`config.mk`:
```
export PLATFORM = sky130hd
export DESIGN_NAME = snd_interval_timer
export DESIGN_NICKNAME = d
export VERILOG_FILES = /design/src/rtl/snd_tmr_pkg.sv /design/src/rtl/snd_tmr_regs.sv /design/src/rtl/snd_tmr_stage.sv /design/src/rtl/snd_tmr_count.sv /design/src/rtl/snd_interval_timer.sv
export SDC_FILE = /design/constraint.sdc
export NUM_CORES = 1
export LEC_CHECK = 0
export ABC_CLOCK_PERIOD_IN_PS = 3240
export BUFFER_PORTS_ARGS = -buffer_cell sky130_fd_sc_hd__buf_2
export CORE_UTILIZATION = 47
export CTS_BUF_LIST = sky130_fd_sc_hd__clkbuf_4
export CTS_CLUSTER_SIZE = 40
export DETAILED_ROUTE_END_ITERATION = 16
export PLACE_DENSITY_LB_ADDON = 0.3
export SKIP_LAST_GASP = 1
export SLEW_MARGIN = 20
export SYNTH_ARGS = -nofsm -noshare
export SYNTH_HDL_FRONTEND = slang
export SYNTH_SLANG_ARGS = --single-unit
```
`constraint.sdc`:
```
create_clock -name clk -period 3.24 [get_ports clk]
set_clock_uncertainty 0.1 [all_clocks]
set_input_delay 0.486 -clock clk [delete_from_list [all_inputs] [get_ports clk]]
set_output_delay 0.486 -clock clk [all_outputs]
set_load 0.02 [all_outputs]
```
`src/rtl/snd_tmr_pkg.sv`:
```
package snd_tmr_pkg;
   localparam int unsigned BUS_ADDR_W = 8;
   localparam int unsigned BUS_DATA_W = 8;
   localparam logic [BUS_ADDR_W-1:0] ADDR_CTRL  = 8'hF1;
   localparam logic [BUS_ADDR_W-1:0] ADDR_TGT   = 8'hFA;
   localparam logic [BUS_ADDR_W-1:0] ADDR_COUNT = 8'hFD;

   typedef struct packed {
      logic ctrl_wr;
      logic tgt_wr;
      logic cnt_rd;
   } tmr_sel_t;
endpackage

```
`src/rtl/snd_tmr_regs.sv`:
```
module snd_tmr_regs
   import snd_tmr_pkg::*;
#(
   parameter int unsigned ADDR_W = BUS_ADDR_W,
   parameter int unsigned DATA_W = BUS_DATA_W,
   parameter int unsigned TGT_W = 8,
   parameter int unsigned EN_BIT = 0,
   parameter logic [ADDR_W-1:0] CTRL_A = ADDR_CTRL,
   parameter logic [ADDR_W-1:0] TGT_A = ADDR_TGT,
   parameter logic [ADDR_W-1:0] CNT_A = ADDR_COUNT
) (
   input  logic              clk,
   input  logic              rst_n,
   input  logic [ADDR_W-1:0] addr,
   input  logic              wr,
   input  logic              rd,
   input  logic [DATA_W-1:0] wdata,
   output tmr_sel_t          sel,
   output logic              run,
   output logic              run_rise,
   output logic [TGT_W-1:0]  target
);
   initial begin
      if (EN_BIT >= DATA_W) $error("EN_BIT outside data width");
      if (TGT_W > DATA_W) $error("target wider than data bus");
      if (CTRL_A == TGT_A || CTRL_A == CNT_A || TGT_A == CNT_A)
         $error("register addresses must differ");
   end

   always_comb begin
      sel.ctrl_wr = wr && (addr == CTRL_A);
      sel.tgt_wr  = wr && (addr == TGT_A);
      sel.cnt_rd  = rd && (addr == CNT_A);
   end

   assign run_rise = sel.ctrl_wr && wdata[EN_BIT] && !run;

   always_ff @(posedge clk or negedge rst_n) begin
      if (!rst_n) begin
         run    <= 1'b0;
         target <= '0;
      end else begin
         if (sel.ctrl_wr) run <= wdata[EN_BIT];
         if (sel.tgt_wr) target <= wdata[TGT_W-1:0];
      end
   end

   // a rising run write leaves the timer running
   a_r7_rise_sets_run: assert property (@(posedge clk) disable iff (!rst_n)
      run_rise |=> run);
   // run changes only through a control write
   a_r2_run_only_by_write: assert property (@(posedge clk) disable iff (!rst_n)
      !sel.ctrl_wr |=> $stable(run));
endmodule

```
`src/rtl/snd_tmr_stage.sv`:
```
module snd_tmr_stage #(
   parameter int unsigned TGT_W = 8,
   parameter bit ZERO_IS_FULL = 1'b1
) (
   input  logic             clk,
   input  logic             rst_n,
   input  logic             tick,
   input  logic             run,
   input  logic             clear,
   input  logic [TGT_W-1:0] target,
   output logic             wrap
);
   logic [TGT_W-1:0] stage;
   logic             hit;

   initial begin
      if (TGT_W < 2 || TGT_W > 16) $error("TGT_W out of range");
   end

   generate
      if (ZERO_IS_FULL) begin : g_zero_full
         // target-1 wraps to all ones, so zero selects the full span
         assign hit = (stage == TGT_W'(target - 1'b1));
      end else begin : g_zero_stop
         assign hit = (target != '0) && (stage == TGT_W'(target - 1'b1));
      end
   endgenerate

   assign wrap = run && tick && hit && !clear;

   always_ff @(posedge clk or negedge rst_n) begin
      if (!rst_n) stage <= '0;
      else if (clear) stage <= '0;
      else if (run && tick) stage <= hit ? '0 : stage + 1'b1;
   end

   // stopped timer keeps its stage
   a_r2_stage_hold: assert property (@(posedge clk) disable iff (!rst_n)
      (!run && !clear) |=> $stable(stage));
   // rising run clears the stage
   a_r7_stage_clear: assert property (@(posedge clk) disable iff (!rst_n)
      clear |=> stage == '0);
   // stage returns to zero after a period ends
   a_r3_wrap_restarts: assert property (@(posedge clk) disable iff (!rst_n)
      wrap |=> stage == '0);
endmodule

```
`src/rtl/snd_tmr_count.sv`:
```
module snd_tmr_count #(
   parameter int unsigned OUT_W = 4,
   parameter int unsigned DATA_W = 8
) (
   input  logic              clk,
   input  logic              rst_n,
   input  logic              wrap,
   input  logic              clear,
   input  logic              rd,
   output logic [DATA_W-1:0] rdata
);
   logic [OUT_W-1:0] count;

   initial begin
      if (OUT_W < 1 || OUT_W > DATA_W) $error("OUT_W must fit the data bus");
   end

   always_ff @(posedge clk or negedge rst_n) begin
      if (!rst_n) count <= '0;
      else if (clear) count <= '0;
      else if (rd) count <= wrap ? OUT_W'(1) : '0;
      else if (wrap) count <= count + 1'b1;
   end

   generate
      if (OUT_W == DATA_W) begin : g_full
         assign rdata = rd ? count : '0;
      end else begin : g_pad
         assign rdata = rd ? {{(DATA_W-OUT_W){1'b0}}, count} : '0;
      end
   endgenerate

   // read without a new event empties the counter
   a_r4_read_clears: assert property (@(posedge clk) disable iff (!rst_n)
      (rd && !wrap && !clear) |=> count == '0);
   // read together with an event leaves exactly one
   a_r8_read_and_wrap: assert property (@(posedge clk) disable iff (!rst_n)
      (rd && wrap && !clear) |=> count == OUT_W'(1));
   // each event adds one, wrapping at the width
   a_r3_count_step: assert property (@(posedge clk) disable iff (!rst_n)
      (wrap && !rd && !clear) |=> count == OUT_W'($past(count) + 1'b1));
   // idle bus returns zero
   a_r9_idle_zero: assert property (@(posedge clk) disable iff (!rst_n)
      !rd |-> rdata == '0);
endmodule

```
`src/rtl/snd_interval_timer.sv`:
```
module snd_interval_timer
   import snd_tmr_pkg::*;
#(
   parameter int unsigned TGT_W = 8,
   parameter int unsigned OUT_W = 4,
   parameter int unsigned EN_BIT = 0,
   parameter bit ZERO_IS_FULL = 1'b1
) (
   input  logic                  clk,
   input  logic                  rst_n,
   input  logic                  tick,
   input  logic [BUS_ADDR_W-1:0] bus_addr,
   input  logic                  bus_wr,
   input  logic                  bus_rd,
   input  logic [BUS_DATA_W-1:0] bus_wdata,
   output logic [BUS_DATA_W-1:0] bus_rdata
);
   tmr_sel_t         sel;
   logic             run;
   logic             run_rise;
   logic             wrap;
   logic [TGT_W-1:0] target;

   snd_tmr_regs #(
      .ADDR_W(BUS_ADDR_W), .DATA_W(BUS_DATA_W), .TGT_W(TGT_W), .EN_BIT(EN_BIT),
      .CTRL_A(ADDR_CTRL), .TGT_A(ADDR_TGT), .CNT_A(ADDR_COUNT)
   ) u_regs (
      .clk(clk), .rst_n(rst_n), .addr(bus_addr), .wr(bus_wr), .rd(bus_rd),
      .wdata(bus_wdata), .sel(sel), .run(run), .run_rise(run_rise),
      .target(target)
   );

   snd_tmr_stage #(.TGT_W(TGT_W), .ZERO_IS_FULL(ZERO_IS_FULL)) u_stage (
      .clk(clk), .rst_n(rst_n), .tick(tick), .run(run), .clear(run_rise),
      .target(target), .wrap(wrap)
   );

   snd_tmr_count #(.OUT_W(OUT_W), .DATA_W(BUS_DATA_W)) u_count (
      .clk(clk), .rst_n(rst_n), .wrap(wrap), .clear(run_rise),
      .rd(sel.cnt_rd), .rdata(bus_rdata)
   );

   // no period ends while stopped
   a_r2_no_wrap_stopped: assert property (@(posedge clk) disable iff (!rst_n)
      !run |-> !wrap);
   // upper read bits stay zero
   a_r5_upper_zero: assert property (@(posedge clk) disable iff (!rst_n)
      bus_rdata[BUS_DATA_W-1:OUT_W] == '0);
endmodule

```
==> summary.md, run 1 <==
| Metric | Value |
|---|---|
| Detailed-route vias per instance | `about 5.7` |
| Wirelength, routed | `2880 um` |
| Post-Synthesis Cells | `about 150` |
| Post-synthesis sequential area ratio | `between 30% and 40%` |
| PortBufs | `24` |
| Post-synthesis simple-gate area fraction | `between 20% and 30%` |
| R2r worst-path depth | `7` |
| Commonest non-fill, non-tap cell in the layout | `nand2_1` |
| IO Pins | `29` |
| Largest net degree at the start of global routing | `22` |
| Mapped Avg Cell Area | `approximately 9.1 um^2` |
| Die Span Y | `56.7 um` |
| PwrDens | `roughly 430 nW/um^2` |
| Worst reg2reg startpoint | `u_regs.target[0]$_DFFE_PN0P_` |
| Maximum clock path buffer count | `2` |
| Post-Synth XOR/XNOR Area | `a little over 9%` |
| Syn Std Cell Area | `~1400 um^2` |
| Die footprint | `3210 um^2` |
| Fin crit share | `between 70% and 80%` |
| CP Capture Type | `register` |
| CTS resizes | `0` |
| Initial antenna violation count | `0` |
| CP startpoint kind | `register` |
| WP data arrival | `2570 ps` |
| Compound-cell area share of the yosys netlist | `13.5%` |
| Hold/Removal Path Class | `input pin to asynchronous set/reset pin` |
| Adder-Cell Fraction of Synth Area | `about 2.7%` |
| Max FO, Critical Path | `7` |
| Gr ovfl total | `0` |
| Status | `finished with violations` |
| Storage element area | `526 um^2` |
| DRT Pass-1 Iters | `6` |
| RSZ-0062 raised after global routing | `false` |
| Max_cap viols | `0` |
| CTS tree | `built` |
| R2R Path End | `u_stage.stage[3]$_DFFE_PN0P_` |
| Synth Warn # | `0` |
| Max Fclk | `401 MHz` |
| Count of cell types in the netlist | `41` |
| Die W | `about 57 um` |
| Slew @ Worst Pin | `between 600 and 700 ps` |
| Layout area overhead | `11.8%` |
| Main combinational cell family by area after synthesis | `simple AND/OR/NAND/NOR gates` |
| Routed WL per cell | `13.8 um` |
| Antenna Cells | `0` |
| RePlAce Congestion | `0.818` |
| Vias | `around 1.2k` |
| Mux cell area share after synthesis | `between 6 and 7%` |
| Synth Register Bits | `21` |
| TritonCTS buffer count | `3` |
| H-tree depth | `1` |
| GRT Overall Usage | `between 10% and 20%` |
| Routed Antenna Nets | `0` |
| DPL Wire Length | `roughly 2300 um` |
| Final setup viols | `0` |
| Post-CTS Setup Bufs | `0` |
| Critical path class | `register to register` |
| Filler instances | `around 270` |
| Cell Rows | `19` |
| Slew Limit Fails | `0` |
| DRC viols | `0` |
| Multi-input logic area | `between 800 and 900 um^2` |
| Most frequent cells in the layout | `nand2_1, buf_2, dfrtp_1` |
| Final hold violation count | `12` |
| Starting density of the core | `roughly 50%` |
| Vias in the first global route | `1109` |
| Worst-path clk slew | `130 ps` |
| Fin nets | `about 200` |
| Leakage power | `between 0.7 and 0.8 nW` |
| Initial DRC count | `37` |
| Peak supply drop | `around 0.00024 V` |
| R2R setup slack | `approximately 740 ps` |
| Worst skew pair latency | `~320 ps` |
| Clock Sinks | `21` |
| Min Hold Slack | `-1.75 ps` |
| Hold_buf cts | `0` |
| Post-layout min period | `~2500 ps` |
| Violated checks | `hold timing` |
| Worst slew margin | `58.6%` |
| CP Data Required Time | `roughly 3300 ps` |
| Share of post-route cells with drive strength above 1 | `between 20% and 30%` |
| Root Buffer Master | `clkbuf_4` |
| Core area | `around 2800 um^2` |
| Total negative slack | `0 ps` |
| Global-route wire length before repair | `4710 um` |
## cell usage after synthesis
cell type	count	area share, %
o21bai_1	1	0.53
nor3b_1	1	0.53
nor4bb_1	1	0.71
o21ai_0	10	3.6
o311a_1	1	0.71
and4_1	1	0.62
nor4_1	3	1.3
or4_4	2	1.6
nand2_1	27	7.2
a211oi_2	1	0.89
inv_1	4	1.1
mux2_2	5	4.0
and2_1	5	2.2
mux2i_1	4	2.9
a31oi_1	2	0.89
buf_4	4	2.1
xor2_1	6	3.7
o211ai_1	2	1.1
and3_1	1	0.45
or2_2	1	0.45
nand3b_1	1	0.53
nor2b_1	1	0.45
xnor2_2	1	1.2
o31ai_1	3	1.6
a221o_1	1	0.71
nor3_2	1	0.71
buf_2	1	0.36
conb_1	1	0.27
a21boi_0	1	0.53
a211oi_1	2	1.1
dfrtp_1	21	37
clkbuf_1	3	0.80
nand4_1	2	0.89
nand3_1	6	2.1
nor3_1	3	1.1
nor2_1	7	1.9
xnor2_1	7	4.4
a2111oi_4	1	2.0
nand2b_1	5	2.2
or2b_1	1	0.53
ha_1	3	2.7
## layer usage
metal / GRT usage (%) / part of all wire, %
met3: 3.46 / 5.2
met2: 32.6 / 50
met4: 8.01 / 1.1
met1: 23.9 / 43
met5: 0 / 0
## worst max-delay path: stages (launching register included)
cell	delay (ps)
dfrtp_1	440
inv_1	90
ha_1	210
nor4bb_1	320
o211ai_1	120
or4_4	470
a211oi_2	450
o21ai_0	160
## metrics by stage
stage / cell area (um^2) / setup WS [ps] / cells / power (mW) / util [%]
2_1_floorplan: 1420 / 974 / 157 / 0.506 / -
3_5_place_dp: 1540 / 749 / 205 / 0.555 / 55.4
6_report: 1570 / 744 / 209 / 0.681 / 56.4
5_1_grt: 1570 / 590 / 209 / 0.719 / 56.4
4_1_cts: 1570 / 726 / 209 / 0.685 / 56.4
3_3_place_gp: 1540 / 870 / 205 / 0.543 / 55.4
## registers in the layout, indices dropped and copies added (netlist names)
signal	count
u_regs.target	8
u_regs.run	1
u_stage.stage	8
u_count.count	4
## final cells by class
type                    count  area share, %
well taps                  31           2.47
flip-flops and latches     21           33.5
clock buffers               3           1.44
inverters                   4          0.957
multi-input cells         124           53.2
clock inverters             1          0.319
repair buffers             25           8.13
## worst max-delay path by stage
stage                                       startpoint                      endpoint  slack [ps]
after floorplan           u_regs.target[0]$_DFFE_PN0P_  u_count.count[0]$_DFFE_PN0P_         970
after global placement    u_regs.target[0]$_DFFE_PN0P_  u_stage.stage[3]$_DFFE_PN0P_         870
after detailed placement  u_regs.target[0]$_DFFE_PN0P_  u_stage.stage[3]$_DFFE_PN0P_         750
after CTS                 u_regs.target[0]$_DFFE_PN0P_  u_stage.stage[3]$_DFFE_PN0P_         730
after global routing      u_regs.target[1]$_DFFE_PN0P_  u_stage.stage[4]$_DFFE_PN0P_         590
final                     u_regs.target[0]$_DFFE_PN0P_  u_stage.stage[3]$_DFFE_PN0P_         740
## logic make-up (layout without fill, tap and decap cells)
kind of cell	after synthesis	after routing
xor+xnor	14	14
compound gates	25	25
fa+ha+maj	3	3
other cells	1	4
simple gates	69	69
buf+inv	12	33
flops	21	21
mux	9	9
## power breakdown
| group | total (mW) | switching, mW | leakage (nW) | internal (mW) |
|---|---|---|---|---|
| clock | 0.132 | 0.0853 | 0.0177 | 0.0462 |
| sequential | 0.356 | 0.0590 | 0.267 | 0.297 |
| combinational | 0.194 | 0.102 | 0.421 | 0.0920 |
(Power assumes the default switching activity.)
==> inputs of run 2 (changes only) <==
Settings changed: ABC_CLOCK_PERIOD_IN_PS 3240 to 2500.
Clock period 3.24 ns to 2.5 ns, I/O delays scaled along.
==> summary.md, run 2 (same netlist as run 1, synthesis figures left out) <==
| Metric | Value |
|---|---|
| Status | `complete, no violations` |
| RePlAce Congestion | `0.810 (-1.1%)` |
| Antenna Cells | `0 (unchanged)` |
| DRC viols | `0 (unchanged)` |
| Maximum clock path buffer count | `2 (unchanged)` |
| Slew @ Worst Pin | `559 ps (-55.6 ps)` |
| Place WS | `-32.3 ps (-782 ps)` |
| PortBufs | `24 (unchanged)` |
| Vias | `1189 (+0.59%)` |
| H-tree depth | `1 (unchanged)` |
| CP startpoint | `u_regs.target[1]$_DFFE_PN0P_` |
| Final hold violation count | `0 (-12)` |
| Share of post-route cells with drive strength above 1 | `27.3% (+3.7 points)` |
| Leakage power | `0.722 nW (+2.3%)` |
| DPL Wire Length | `2350 um (+4.1%)` |
| Fin nets | `208 (+2.5%)` |
| Post-layout min period | `2400 ps (-99.3 ps)` |
| PwrDens | `550 nW/um^2 (+27%)` |
| Hold/Removal Path Class | `input pin to register` |
| Vias in the first global route | `1141 (+2.9%)` |
| Worst slew margin | `62.5% (+3.9 points)` |
| Largest net degree at the start of global routing | `22 (unchanged)` |
| Most frequent cells in the layout | `nand2_1, buf_2, dfrtp_1` |
| Worst-path clk slew | `140 ps (about the same)` |
| Gr ovfl total | `0 (unchanged)` |
| Starting density of the core | `50.5% (unchanged)` |
| Max FO, Critical Path | `5 (-2)` |
| CTS tree | `built` |
| CP Data Required Time | `2630 ps (-690 ps)` |
| Worst path bufs/invs | `1 (unchanged)` |
| Final setup viols | `0 (unchanged)` |
| Peak supply drop | `0.000374 V (+54%)` |
| Max Fclk | `417 MHz (+4.1%)` |
| Root Buffer Master | `clkbuf_4` |
| Critical path class | `register to register` |
| Initial DRC count | `29 (-22%)` |
| Die footprint | `3210 um^2 (unchanged)` |
| Core area | `2780 um^2 (unchanged)` |
| IO Pins | `29 (unchanged)` |
| Wirelength, routed | `2990 um (+3.5%)` |
| Regs by FF count | `u_regs.target: 8 flops, u_stage.stage: 8 flops, u_count.count: 4 flops` |
| Worst reg2reg startpoint | `u_regs.target[1]$_DFFE_PN0P_` |
| DRT Pass-1 Iters | `4 (-2)` |
| Routed WL per cell | `14.0 um (+1.1%)` |
| Clock Sinks | `21 (unchanged)` |
| Top delay family on crit path | `simple AND/OR/NAND/NOR gates` |
| DP Area | `1560 um^2 (+0.97%)` |
| Detailed-route vias per instance | `5.56 (-1.8%)` |
| Setup slack after layout | `103 ps (-641 ps)` |
| Critical path's largest stage delay | `480 ps (about the same)` |
| Routed Antenna Nets | `0 (unchanged)` |
| Commonest non-fill, non-tap cell in the layout | `nand2_1` |
| Max_cap viols | `0 (unchanged)` |
| WP data arrival | `2520 ps (-50 ps)` |
| Critical-path top delay cell | `or4_4` |
| Fin crit share | `95.9% (+19 points)` |
| Die Span Y | `56.7 um (unchanged)` |
| CP Capture Type | `register` |
| Global-route wire length before repair | `5000 um (+6.0%)` |
| TritonCTS buffer count | `3 (unchanged)` |
| Slew Limit Fails | `0 (unchanged)` |
| Cell Rows | `19 (unchanged)` |
| Crit-path cells | `inv_1 > ha_4 > nor4bb_4 > o211ai_1 > or4_4 > a2111oi_4 > mux2i_1` |
| Initial antenna violation count | `0 (unchanged)` |
| CP startpoint kind | `register` |
| HP Start | `bus_wdata[5]` |
| Die W | `56.7 um (unchanged)` |
| GRT Overall Usage | `19.5% (+0.32 points)` |
| Worst skew pair latency | `310 ps (about the same)` |
| Design area | `1640 um^2 (+4.8%)` |
| Layout area overhead | `17.1%` |
run 2: cell types whose count changed in the layout (fill, tap and decap cells not counted), sizes merged:
cell,change
buf,+4
dlygate4sd3,+1
clkinvlp,+1
clkinv,-1
run 2: cell type report:
type,instances,area (um^2)
Fill cell,236,1140
Multi-Input combinational cell,124,867
Inverter,4,15.0
Tap cell,31,38.8
Clock inverter,1,7.51
Timing Repair Buffer,30,168
Clock buffer,3,22.5
Sequential cell,21,526
run 2: path summary, 6_finish.rpt:
path | to | slack, ps | cells after the start
max in group asynchronous | u_count.count[0]$_DFFE_PN0P_ | 1530 | 2
max reg2reg | u_count.count[1]$_DFFE_PN0P_ | 100 | 7
min | u_regs.target[5]$_DFFE_PN0P_ | 180 | 3
min in group asynchronous | u_regs.target[2]$_DFFE_PN0P_ | 430 | 2
min reg2reg | u_regs.target[7]$_DFFE_PN0P_ | 450 | 1
max | u_count.count[1]$_DFFE_PN0P_ | 100 | 7
run 2: metal layers:
layer | part of all wire (%) | GRT usage, % | routed length, um | vias up
met5 | 0 | 0 | 0 | -
met2 | 52 | 34.8 | 1560 | 37
met3 | 5.6 | 2.53 | 168 | 2
li1 | - | - | - | 590
met1 | 41 | 25.1 | 1240 | 560
met4 | 0.64 | 4.18 | 19 | 0
run 2: worst reg2reg max path: stages (launching register included):
cell	delay (ps)
dfrtp_1	430
inv_1	120
ha_4	160
nor4bb_4	280
o211ai_1	130
or4_4	480
a2111oi_4	390
mux2i_1	240
run 2: where the power goes:
group | internal [mW] | switching, mW | leakage, nW
logic | 0.131 | 0.146 | 0.441
clock network | 0.0608 | 0.111 | 0.0139
registers | 0.384 | 0.0710 | 0.267
total | 0.576 | 0.328 | 0.722
run 2: per-stage QoR:
| step | total power [mW] | utilization (%) | instances | TNS, ps | hold WS (ps) |
|---|---|---|---|---|---|
| 5_1_grt | 0.967 | 59.1 | 214 | -4.19 | 174 |
| 2_1_floorplan | 0.656 | - | 157 | 0 | -20.6 |
| 6_report | 0.904 | 59.1 | 214 | 0 | 182 |
| 3_5_place_dp | 0.723 | 56.0 | 207 | -33.5 | 266 |
| 3_3_place_gp | 0.708 | 56.0 | 207 | 0 | 258 |
| 4_1_cts | 0.891 | 57.4 | 212 | 0 | 184 |
run 2: timing repair:
item / CTS / global route
gates resized for setup: 0 / 6
endpoints found under the hold margin: 21 / 0
buffers inserted: 0 / 2
hold buffers: 1 / 0
pin swaps: 1 / 1
setup endpoints to repair: 2 / 11
